## src/rtl/cmd_list_seq_pkg.sv

```systemverilog
package cmd_list_seq_pkg;
  localparam int WORD_W = 16;
  localparam int CODE_W = 3;

  typedef enum logic [1:0] {
    CU_IDLE   = 2'd0,
    CU_SUSP   = 2'd1,
    CU_ACTIVE = 2'd2
  } cu_state_e;

  typedef enum logic [3:0] {
    ST_WAIT, ST_MARK, ST_FETCH, ST_EXEC, ST_LT_LO, ST_LT_HI,
    ST_DONE, ST_LINK_LO, ST_LINK_HI
  } seq_state_e;

  localparam logic [WORD_W-1:0] STAT_BUSY    = 16'h4000;
  localparam logic [WORD_W-1:0] STAT_DONE_OK = 16'hA000;
  localparam logic [WORD_W-1:0] LINK_UP_VAL  = 16'h8000;

  localparam int FLAG_EOL  = 15;
  localparam int FLAG_SUSP = 14;
  localparam int FLAG_INTR = 13;

  localparam logic [CODE_W-1:0] OP_NOP      = 3'd0;
  localparam logic [CODE_W-1:0] OP_TX       = 3'd4;
  localparam logic [CODE_W-1:0] OP_LINKTEST = 3'd5;

  // flags plus operation code, kept from the command word
  typedef struct packed {
    logic              eol;
    logic              susp;
    logic              intr;
    logic [CODE_W-1:0] code;
  } cmd_fields_t;

  function automatic logic ptr_is_null(input logic [2*WORD_W-1:0] p);
    return (p == '0) || (&p);
  endfunction
endpackage

```

## src/rtl/cmd_list_seq_decode.sv

```systemverilog
module cmd_list_seq_decode
  import cmd_list_seq_pkg::*;
(
  input  cmd_fields_t       fields_i,
  output logic [CODE_W-1:0] code_o,
  output logic              eol_o,
  output logic              susp_o,
  output logic              intr_o,
  output logic              ext_o,
  output logic              linktest_o
);
  assign code_o     = fields_i.code;
  assign eol_o      = fields_i.eol;
  assign susp_o     = fields_i.susp;
  assign intr_o     = fields_i.intr;
  // codes 1..4 need the external responder
  assign ext_o      = (fields_i.code != OP_NOP) && (fields_i.code <= OP_TX);
  assign linktest_o = (fields_i.code == OP_LINKTEST);
endmodule

```

## src/rtl/cmd_list_seq_addr.sv

```systemverilog
module cmd_list_seq_addr
  import cmd_list_seq_pkg::*;
#(
  parameter int PTR_W    = 32,
  parameter int STAT_OFS = 0,
  parameter int CMD_OFS  = 2,
  parameter int LINK_OFS = 4,
  parameter int TEST_OFS = 8
) (
  input  seq_state_e         state_i,
  input  logic [PTR_W-1:0]   blk_ptr_i,
  input  logic               link_up_i,
  output logic               mem_req_o,
  output logic               mem_we_o,
  output logic [PTR_W-1:0]   mem_addr_o,
  output logic [WORD_W-1:0]  mem_wdata_o
);
  localparam int WORD_BYTES  = WORD_W / 8;
  localparam int LINK_HI_OFS = LINK_OFS + WORD_BYTES;
  localparam int TEST_HI_OFS = TEST_OFS + WORD_BYTES;

  logic [PTR_W-1:0] ofs;

  always_comb begin
    mem_req_o   = 1'b1;
    mem_we_o    = 1'b0;
    mem_wdata_o = '0;
    ofs         = '0;
    unique case (state_i)
      ST_MARK: begin
        mem_we_o    = 1'b1;
        mem_wdata_o = STAT_BUSY;
        ofs         = PTR_W'(STAT_OFS);
      end
      ST_FETCH:   ofs = PTR_W'(CMD_OFS);
      ST_LT_LO: begin
        mem_we_o    = 1'b1;
        mem_wdata_o = link_up_i ? LINK_UP_VAL : '0;
        ofs         = PTR_W'(TEST_OFS);
      end
      ST_LT_HI: begin
        mem_we_o = 1'b1;
        ofs      = PTR_W'(TEST_HI_OFS);
      end
      ST_DONE: begin
        mem_we_o    = 1'b1;
        mem_wdata_o = STAT_DONE_OK;
        ofs         = PTR_W'(STAT_OFS);
      end
      ST_LINK_LO: ofs = PTR_W'(LINK_OFS);
      ST_LINK_HI: ofs = PTR_W'(LINK_HI_OFS);
      default:    mem_req_o = 1'b0;
    endcase
  end

  assign mem_addr_o = blk_ptr_i + ofs;
endmodule

```

## src/rtl/cmd_list_seq_irq.sv

```systemverilog
module cmd_list_seq_irq (
  input  logic clk_i,
  input  logic rst_ni,
  input  logic upd_i,
  input  logic intr_i,
  input  logic ack_i,
  output logic cx_o,
  output logic irq_o
);
  always_ff @(posedge clk_i or negedge rst_ni) begin
    if (!rst_ni) begin
      cx_o  <= 1'b0;
      irq_o <= 1'b0;
    end else begin
      if (upd_i) cx_o <= intr_i;
      if (upd_i && intr_i) irq_o <= 1'b1;
      else if (ack_i)      irq_o <= 1'b0;
    end
  end
endmodule

```

## src/rtl/cmd_list_seq.sv

```systemverilog
module cmd_list_seq
  import cmd_list_seq_pkg::*;
#(
  parameter int PTR_W    = 32,
  parameter int STAT_OFS = 0,
  parameter int CMD_OFS  = 2,
  parameter int LINK_OFS = 4,
  parameter int TEST_OFS = 8
) (
  input  logic               clk_i,
  input  logic               rst_ni,
  input  logic               start_i,
  input  logic [PTR_W-1:0]   start_ptr_i,
  input  logic               link_up_i,
  output logic               mem_req_o,
  output logic               mem_we_o,
  output logic [PTR_W-1:0]   mem_addr_o,
  output logic [WORD_W-1:0]  mem_wdata_o,
  input  logic               mem_gnt_i,
  input  logic [WORD_W-1:0]  mem_rdata_i,
  output logic               cmd_valid_o,
  output logic [CODE_W-1:0]  cmd_code_o,
  output logic [PTR_W-1:0]   cmd_ptr_o,
  input  logic               cmd_done_i,
  output logic [1:0]         cu_state_o,
  output logic               cx_o,
  output logic               irq_o,
  input  logic               irq_ack_i
);
  localparam logic [PTR_W-1:0] NULL_PTR = '1;

  seq_state_e        state_q;
  cu_state_e         cu_q;
  logic [PTR_W-1:0]  cur_ptr_q;
  cmd_fields_t       cmd_q;
  logic [WORD_W-1:0] link_lo_q;

  // decode the fresh word while fetching, the stored one afterwards
  cmd_fields_t       dec_in;
  logic [CODE_W-1:0] dec_code;
  logic              dec_eol, dec_susp, dec_intr, dec_ext, dec_lt;

  assign dec_in = (state_q == ST_FETCH) ?
                  cmd_fields_t'({mem_rdata_i[FLAG_EOL], mem_rdata_i[FLAG_SUSP],
                                 mem_rdata_i[FLAG_INTR], mem_rdata_i[CODE_W-1:0]}) :
                  cmd_q;

  cmd_list_seq_decode i_decode (
    .fields_i   (dec_in),
    .code_o     (dec_code),
    .eol_o      (dec_eol),
    .susp_o     (dec_susp),
    .intr_o     (dec_intr),
    .ext_o      (dec_ext),
    .linktest_o (dec_lt)
  );

  cmd_list_seq_addr #(
    .PTR_W    (PTR_W),
    .STAT_OFS (STAT_OFS),
    .CMD_OFS  (CMD_OFS),
    .LINK_OFS (LINK_OFS),
    .TEST_OFS (TEST_OFS)
  ) i_addr (
    .state_i     (state_q),
    .blk_ptr_i   (cur_ptr_q),
    .link_up_i   (link_up_i),
    .mem_req_o   (mem_req_o),
    .mem_we_o    (mem_we_o),
    .mem_addr_o  (mem_addr_o),
    .mem_wdata_o (mem_wdata_o)
  );

  logic             blk_end;
  logic [PTR_W-1:0] next_ptr;
  logic             next_null;
  logic [PTR_W-1:0] start_sel;

  assign blk_end   = (state_q == ST_LINK_HI) && mem_gnt_i;
  assign next_ptr  = {mem_rdata_i, link_lo_q};
  assign next_null = dec_eol || ptr_is_null(next_ptr);
  assign start_sel = ptr_is_null(cur_ptr_q) ? start_ptr_i : cur_ptr_q;

  cmd_list_seq_irq i_irq (
    .clk_i  (clk_i),
    .rst_ni (rst_ni),
    .upd_i  (blk_end),
    .intr_i (dec_intr),
    .ack_i  (irq_ack_i),
    .cx_o   (cx_o),
    .irq_o  (irq_o)
  );

  always_ff @(posedge clk_i or negedge rst_ni) begin
    if (!rst_ni) begin
      state_q   <= ST_WAIT;
      cu_q      <= CU_IDLE;
      cur_ptr_q <= NULL_PTR;
      cmd_q     <= '0;
      link_lo_q <= '0;
    end else begin
      unique case (state_q)
        ST_WAIT: if (start_i) begin
          if (ptr_is_null(start_sel)) begin
            cur_ptr_q <= NULL_PTR;
            cu_q      <= CU_IDLE;
          end else begin
            cur_ptr_q <= start_sel;
            cu_q      <= CU_ACTIVE;
            state_q   <= ST_MARK;
          end
        end
        ST_MARK: if (mem_gnt_i) state_q <= ST_FETCH;
        ST_FETCH: if (mem_gnt_i) begin
          cmd_q <= dec_in;
          if (dec_lt)       state_q <= ST_LT_LO;
          else if (dec_ext) state_q <= ST_EXEC;
          else              state_q <= ST_DONE;
        end
        ST_EXEC:    if (cmd_done_i) state_q <= ST_DONE;
        ST_LT_LO:   if (mem_gnt_i) state_q <= ST_LT_HI;
        ST_LT_HI:   if (mem_gnt_i) state_q <= ST_DONE;
        ST_DONE:    if (mem_gnt_i) state_q <= ST_LINK_LO;
        ST_LINK_LO: if (mem_gnt_i) begin
          link_lo_q <= mem_rdata_i;
          state_q   <= ST_LINK_HI;
        end
        ST_LINK_HI: if (mem_gnt_i) begin
          cur_ptr_q <= next_null ? NULL_PTR : next_ptr;
          if (dec_susp) begin
            cu_q    <= CU_SUSP;
            state_q <= ST_WAIT;
          end else if (next_null) begin
            cu_q    <= CU_IDLE;
            state_q <= ST_WAIT;
          end else begin
            state_q <= ST_MARK;
          end
        end
        default: state_q <= ST_WAIT;
      endcase
    end
  end

  assign cmd_valid_o = (state_q == ST_EXEC);
  assign cmd_code_o  = dec_code;
  assign cmd_ptr_o   = cur_ptr_q;
  assign cu_state_o  = cu_q;
endmodule

```

## config.mk

```make
export PLATFORM = sky130hd
export DESIGN_NAME = cmd_list_seq
export DESIGN_NICKNAME = d
export VERILOG_FILES = /design/src/rtl/cmd_list_seq_pkg.sv /design/src/rtl/cmd_list_seq_decode.sv /design/src/rtl/cmd_list_seq_addr.sv /design/src/rtl/cmd_list_seq_irq.sv /design/src/rtl/cmd_list_seq.sv
export SDC_FILE = /design/constraint.sdc
export NUM_CORES = 1
export LEC_CHECK = 0
export BUFFER_PORTS_ARGS = -buffer_cell sky130_fd_sc_hd__clkbuf_2
export CAP_MARGIN = 20
export CORE_MARGIN = 3
export CORE_UTILIZATION = 25
export CTS_CLUSTER_DIAMETER = 200
export DETAILED_ROUTE_END_ITERATION = 7
export GPL_TIMING_DRIVEN = 1
export PLACE_DENSITY = 0.49
export SETUP_SLACK_MARGIN = 0.2
export SLEW_MARGIN = 15
export SYNTH_ARGS = -nofsm -noshare
export SYNTH_HDL_FRONTEND = slang
export SYNTH_SLANG_ARGS = --single-unit
```

## constraint.sdc

```tcl
create_clock -name clk_i -period 3.4 [get_ports clk_i]
set_input_delay 0.17 -clock clk_i [delete_from_list [all_inputs] [get_ports clk_i]]
set_output_delay 0.17 -clock clk_i [all_outputs]
set_load 0.01 [all_outputs]
```

* Yosys cells after proc, flatten, opt, wreduce, memory -nomap -nowiden
Index checks and enable logic that the tools add are counted.
** Word-level totals
- Register bits after elaboration :: 62
- Input port bits :: 55
- Output and inout bits :: 90
- Word-level logic and storage cells :: 91
** Cells by class
- Add/sub/neg operators :: 1
- $lt $le $gt $ge :: 1
- Eq/ne operators :: 20
- Multiplexer cells :: 35
- Reductions and logical operators :: 24
** Operators with widths (number)
- $mux W32 :: 5
- $logic_not A32 Y1 :: 3
- $reduce_and A32 Y1 :: 3
- $pmux W32 S2 :: 1
- $pmux W16 S3 :: 1
- $mux W4 :: 10
- $pmux W4 S9 :: 1
- $add A32 B4 Y32 :: 1
- $pmux W4 S5 :: 1
- $ne A2 B2 Y1 const B :: 9
- $eq A4 B3 Y1 const B :: 4
- $mux W16 :: 1
- $mux W2 :: 5
- $reduce_and A10 Y1 :: 1
- $eq A4 B2 Y1 const B :: 2
- $reduce_or A7 Y1 :: 1
- $mux W1 :: 6
- $mux W3 :: 2
- $mux W6 :: 1
- $eq A4 B1 Y1 const B :: 1
- $eq A4 B4 Y1 const B :: 1
- $logic_not A4 Y1 :: 1
- $logic_or A1 B1 Y1 :: 4
- $pmux W2 S2 :: 1
- other kinds (11) :: 15

* Logic depth before layout (Yosys ltp)
- Depth in word-level cells :: 8
- Gate-level depth with buffers :: 12

* Cells and area by module
A second synthesis with hierarchy kept.
** Unflattened totals
- Cell total of the unflattened synthesis :: 515
- Area, all modules :: 4450.5 sq um
** Modules (own cells, without submodules)
- cmd_list_seq :: instances 1, cells each 372, area each 3415.8 sq um, sequential area each 1541.5 sq um
- cmd_list_seq_addr :: instances 1, cells each 127, area each 893.4 sq um, sequential area each 0.0 sq um
- cmd_list_seq_irq :: instances 1, cells each 7, area each 71.3 sq um, sequential area each 50.0 sq um
- cmd_list_seq_decode :: instances 1, cells each 9, area each 70.1 sq um, sequential area each 0.0 sq um

* Least setup slack after synthesis
No wires, ideal clock.
- Path type :: reg-to-output
- Start point :: register state_q[3]
- End point :: output mem_addr_o[26]
- Arrival :: 2.963 ns
- Required time :: 3.230 ns
- Setup slack :: 0.267 ns
- Cell stages (with the launch flop) :: 12
- Buffers on the path :: 2
- Cells stage by stage :: dfrtp_1 -> clkbuf_1 -> buf_1 -> nand2b_1 -> o21ai_0 -> ha_1 -> a21o_1 -> a21oi_1 -> or4_1 -> or2_2 -> nor2_1 -> xor2_1
** Between the ends
- Cells in the longest elaborated chain, start to end :: 3
** Ends and longest elaborated chain
- start, declared :: RTL line cmd_list_seq.sv:32 : seq_state_e state_q;
- start signal, assigned :: RTL line cmd_list_seq.sv:96 : state_q <= ST_WAIT;
- start signal, assigned :: RTL line cmd_list_seq.sv:110 : state_q <= ST_MARK;
- start signal, assigned :: RTL line cmd_list_seq.sv:113 : ST_MARK: if (mem_gnt_i) state_q <= ST_FETCH;
- $eq A4 B4 Y1 (tied with other cells) :: RTL line cmd_list_seq_addr.sv:29 : unique case (state_i)
- $pmux W4 S5 * :: RTL line cmd_list_seq_addr.sv:29
- $add A32 B4 Y32 * :: RTL line cmd_list_seq_addr.sv:56 : assign mem_addr_o = blk_ptr_i + ofs;
- end, declared :: RTL line cmd_list_seq.sv:17 : output logic [PTR_W-1:0] mem_addr_o,
Every way passes the cells marked *; elsewhere a longest branch is shown, timed or not.

* Worst setup path after layout
- Start point :: register state_q[2]
- End point :: output mem_addr_o[27]
Same word-level chain as after synthesis.

==> flow_metrics.env <==
export IMPL_maxCapViolations=0
export IMPL_h_tree_depth=3
export IMPL_fmax_ghz=0.3172
export IMPL_postSynthCellCount=408
export IMPL_r2r_end="state_q[0]"
export IMPL_met1_usage_pct=22.96
export IMPL_vdd_drop_max_mv=0.2404
export IMPL_grt_pass1_wl_um=23670
export IMPL_cts_root_buf="clkbuf_16"
export IMPL_reg2reg_depth=8
export IMPL_p_int_mw=2.598
export IMPL_period_needed_ps=3152
export IMPL_clock_latency_ps=340
export IMPL_postRouteAntennaNets=0
export IMPL_r2r_start="state_q[2]"
export IMPL_async_flop_share_pct=100.0
export IMPL_skew_ps=8.075
export IMPL_ys_warn_count=0
export IMPL_routed_wl_um=15530
export IMPL_timing_hold_ws_ps=20.40
export IMPL_timing_final_crit_share_pct=92.72
export IMPL_worst_pin_slew_ps=872.8
export IMPL_synth_edff_count=0
export IMPL_worst_ep_arrival_time_ps=2980
export IMPL_maxSlewHeadroom_pct=41.81
export IMPL_gp_congestion=0.9118
export IMPL_areaGrowthSynthToFinish_pct=32.16
export IMPL_grt_pass1_vias=3975
export IMPL_track_usage_pct=17.14
export IMPL_synth_top_area_share_pct=20.68
export IMPL_min_path_cells=2
export IMPL_cts_made_buffers=9
export IMPL_reg2reg_slack_ps=940
export IMPL_via_count=4013
export IMPL_numClockSinks=62
export IMPL_drive_above_1_share_pct=51.44
export IMPL_dieArea_sq_um=17830
export IMPL_top_usage_layer="met2"
export IMPL_syn_avg_cell_area_sq_um=9.964
export IMPL_final_nets=610
export IMPL_fp_dieW_um=133.5
export IMPL_syn_area_sq_um=4065
export IMPL_critPathKind="reg -> out"
export IMPL_final_cell_mix="127 x clkbuf_2, 34 x or2_2, 33 x nand4_1"
export IMPL_io_pin_count=145
export IMPL_slew_violations=0
export IMPL_port_buffers=131
export IMPL_min_to="i_irq.irq_o"
export IMPL_diodes=0
export IMPL_synth_cell_types=51
export IMPL_grt_overflow=0
export IMPL_sw_frac_of_total_pct=39.10
export IMPL_drc=0
export IMPL_crit_path_start="state_q[2]"
export IMPL_yosys_area_top_type="dfstp_2"
export IMPL_pwr_share_clk_pct=21.9
export IMPL_final_setup_tns_ps=0
export IMPL_synth_flop_cell="dfstp_2"
export IMPL_met2_usage_pct=28.58
export IMPL_viasPerCell=5.232
export IMPL_status="completed"
export IMPL_clk_pin_slew_ps=50
export IMPL_rows=45
export IMPL_rsz0062_at_grt="true"
export IMPL_final_common_cell="clkbuf_2"
export IMPL_avgRoutedWirePerCell_um=20.24
export IMPL_min_from="irq_ack_i"
export IMPL_ys_ff_latch=62
export IMPL_hold_viol_final=0
export IMPL_synth_area_leaders="dfstp_2 21%, dfrtp_1 18%, o221a_1 8.3%"
export IMPL_seq_power_share_pct=36.1
export IMPL_setup_viol=0
export IMPL_start_util_pct=26.16
export IMPL_antenna_found_initial=0
export IMPL_cts_tree="yes"
export IMPL_drt_initial_drc_count=258
export IMPL_hold_class="in -> reg"
export IMPL_grt_max_degree=33
export IMPL_ys_seq_area_share_pct=39.15
export IMPL_dr_pass1_iters=5
export IMPL_die_height_um=133.5
export IMPL_crit_path_start_kind="flip-flop"
export IMPL_cp_end_kind="output pin"
export IMPL_critPathRequiredTime_ps=3230
export IMPL_crit_path_max_fanout=7
export IMPL_clockBufferDepth=2
export IMPL_p_per_area_nw_per_um2=794.0
export IMPL_switchingPower_mw=1.668
export IMPL_combPwrFrac_pct=42.0
export IMPL_core_area_sq_um=15540
export IMPL_leakagePower_nw=2.376
export IMPL_grt_met3_usage_pct=3.172
export IMPL_place_hpwl_um=11940
-- how the worst max path moves through the flow --
stage,slack (ps),endpoint
after floorplan,270,mem_addr_o[26]
after global placement,210,mem_addr_o[31]
after detailed placement,140,mem_addr_o[29]
after CTS,130,mem_addr_o[27]
after global routing,90,mem_addr_o[27]
final,250,mem_addr_o[27]
-- power by group through the flow --
stage               clock (mW)  combinational [mW]  sequential (mW)
finish                   0.936                1.79             1.54
global route             0.981                1.96             1.58
CTS                      0.944                1.78             1.53
detailed placement           0                1.71             1.54
global placement             0                1.70             1.52
floorplan                    0                1.11             1.41
-- cell families (layout without fill, tap and decap cells) --
logic type	count (synthesis)	in the layout	share of synthesized area, %
xor gates and xnor gates	29	29	6.248
AOI/OAI and AO/OA	65	65	14.37
adders and majority gates	4	4	1.416
DFF	62	62	39.15
and+or+nand+nor	175	175	24.65
buffers and inverters	44	180	6.340
other	1	13	0.09225
muxes	28	28	7.725
-- layer usage --
| metal | wire, um | share of wire (%) |
|---|---|---|
| met5 | 0 | 0 |
| met4 | 175 | 1.1 |
| met3 | 862 | 5.6 |
| met2 | 7545 | 49 |
| met1 | 6942 | 45 |
-- critical path: stages, from the launching register on --
cell and delay [ps]:
dfrtp_2 490, nor4b_4 310, o21bai_1 150, ha_2 210, fa_2 230, a21oi_2 60
nand4bb_1 190, or3_4 410, nor2_4 170, nand4_1 140, xnor2_1 140, buf_2 140
-- sequential cells by signal (all words and copies together) (netlist names) --
| signal | cells |
|---|---|
| state_q | 4 |
| i_irq.irq_o | 1 |
| cmd_ptr_o | 32 |
| cmd_q | 6 |
| cu_state_o | 2 |
| i_irq.cx_o | 1 |
| link_lo_q | 16 |
-- final cells by class --
class | count | area (sq um)
multi-input combinational | 314 | 2327
timing repair buffer | 158 | 868.3
inverter | 6 | 22.52
sequential | 62 | 1593
tap | 211 | 264.0
clock buffer | 9 | 225.2
fill | 1623 | 10170
clock inverter | 7 | 72.57
-- per-stage QoR --
step                      area, sq um  setup WS, ps  instances  util, %  power [mW]
final                            5373         247.6        767    34.57       4.266
after global routing             5373         89.31        767    34.57       4.525
after CTS                        5334         130.4        765    34.32       4.255
after detailed placement         4930         143.2        742    31.72       3.245
after global placement           4930         211.9        742    31.72       3.215
after floorplan                  4110         266.7        420        -       2.519
-- synth_stat cells (4+ instances only) --
cell       n
a21oi_1   10
a31oi_1    4
buf_4     14
buf_6      5
clkbuf_1  15
dfrtp_1   30
dfstp_2   32
inv_1      6
mux2_2    27
nand2_1   20
nand3_1   10
nand4_1   33
nor2_1    23
nor3_1     6
nor4_1    28
o21ai_0    4
o221a_1   30
or2_2     35
xnor2_1   17
xor2_1    12
-- timing repair --
item	4_1_cts	5_1_grt
gates resized for setup	16	10
endpoints found under the setup margin	10	10
hold endpoints to repair	18	0
gates cloned	0	0
pin swaps	9	10
buffers inserted	6	2
hold buffers	1	0
Power figures use the tool's default switching activity.
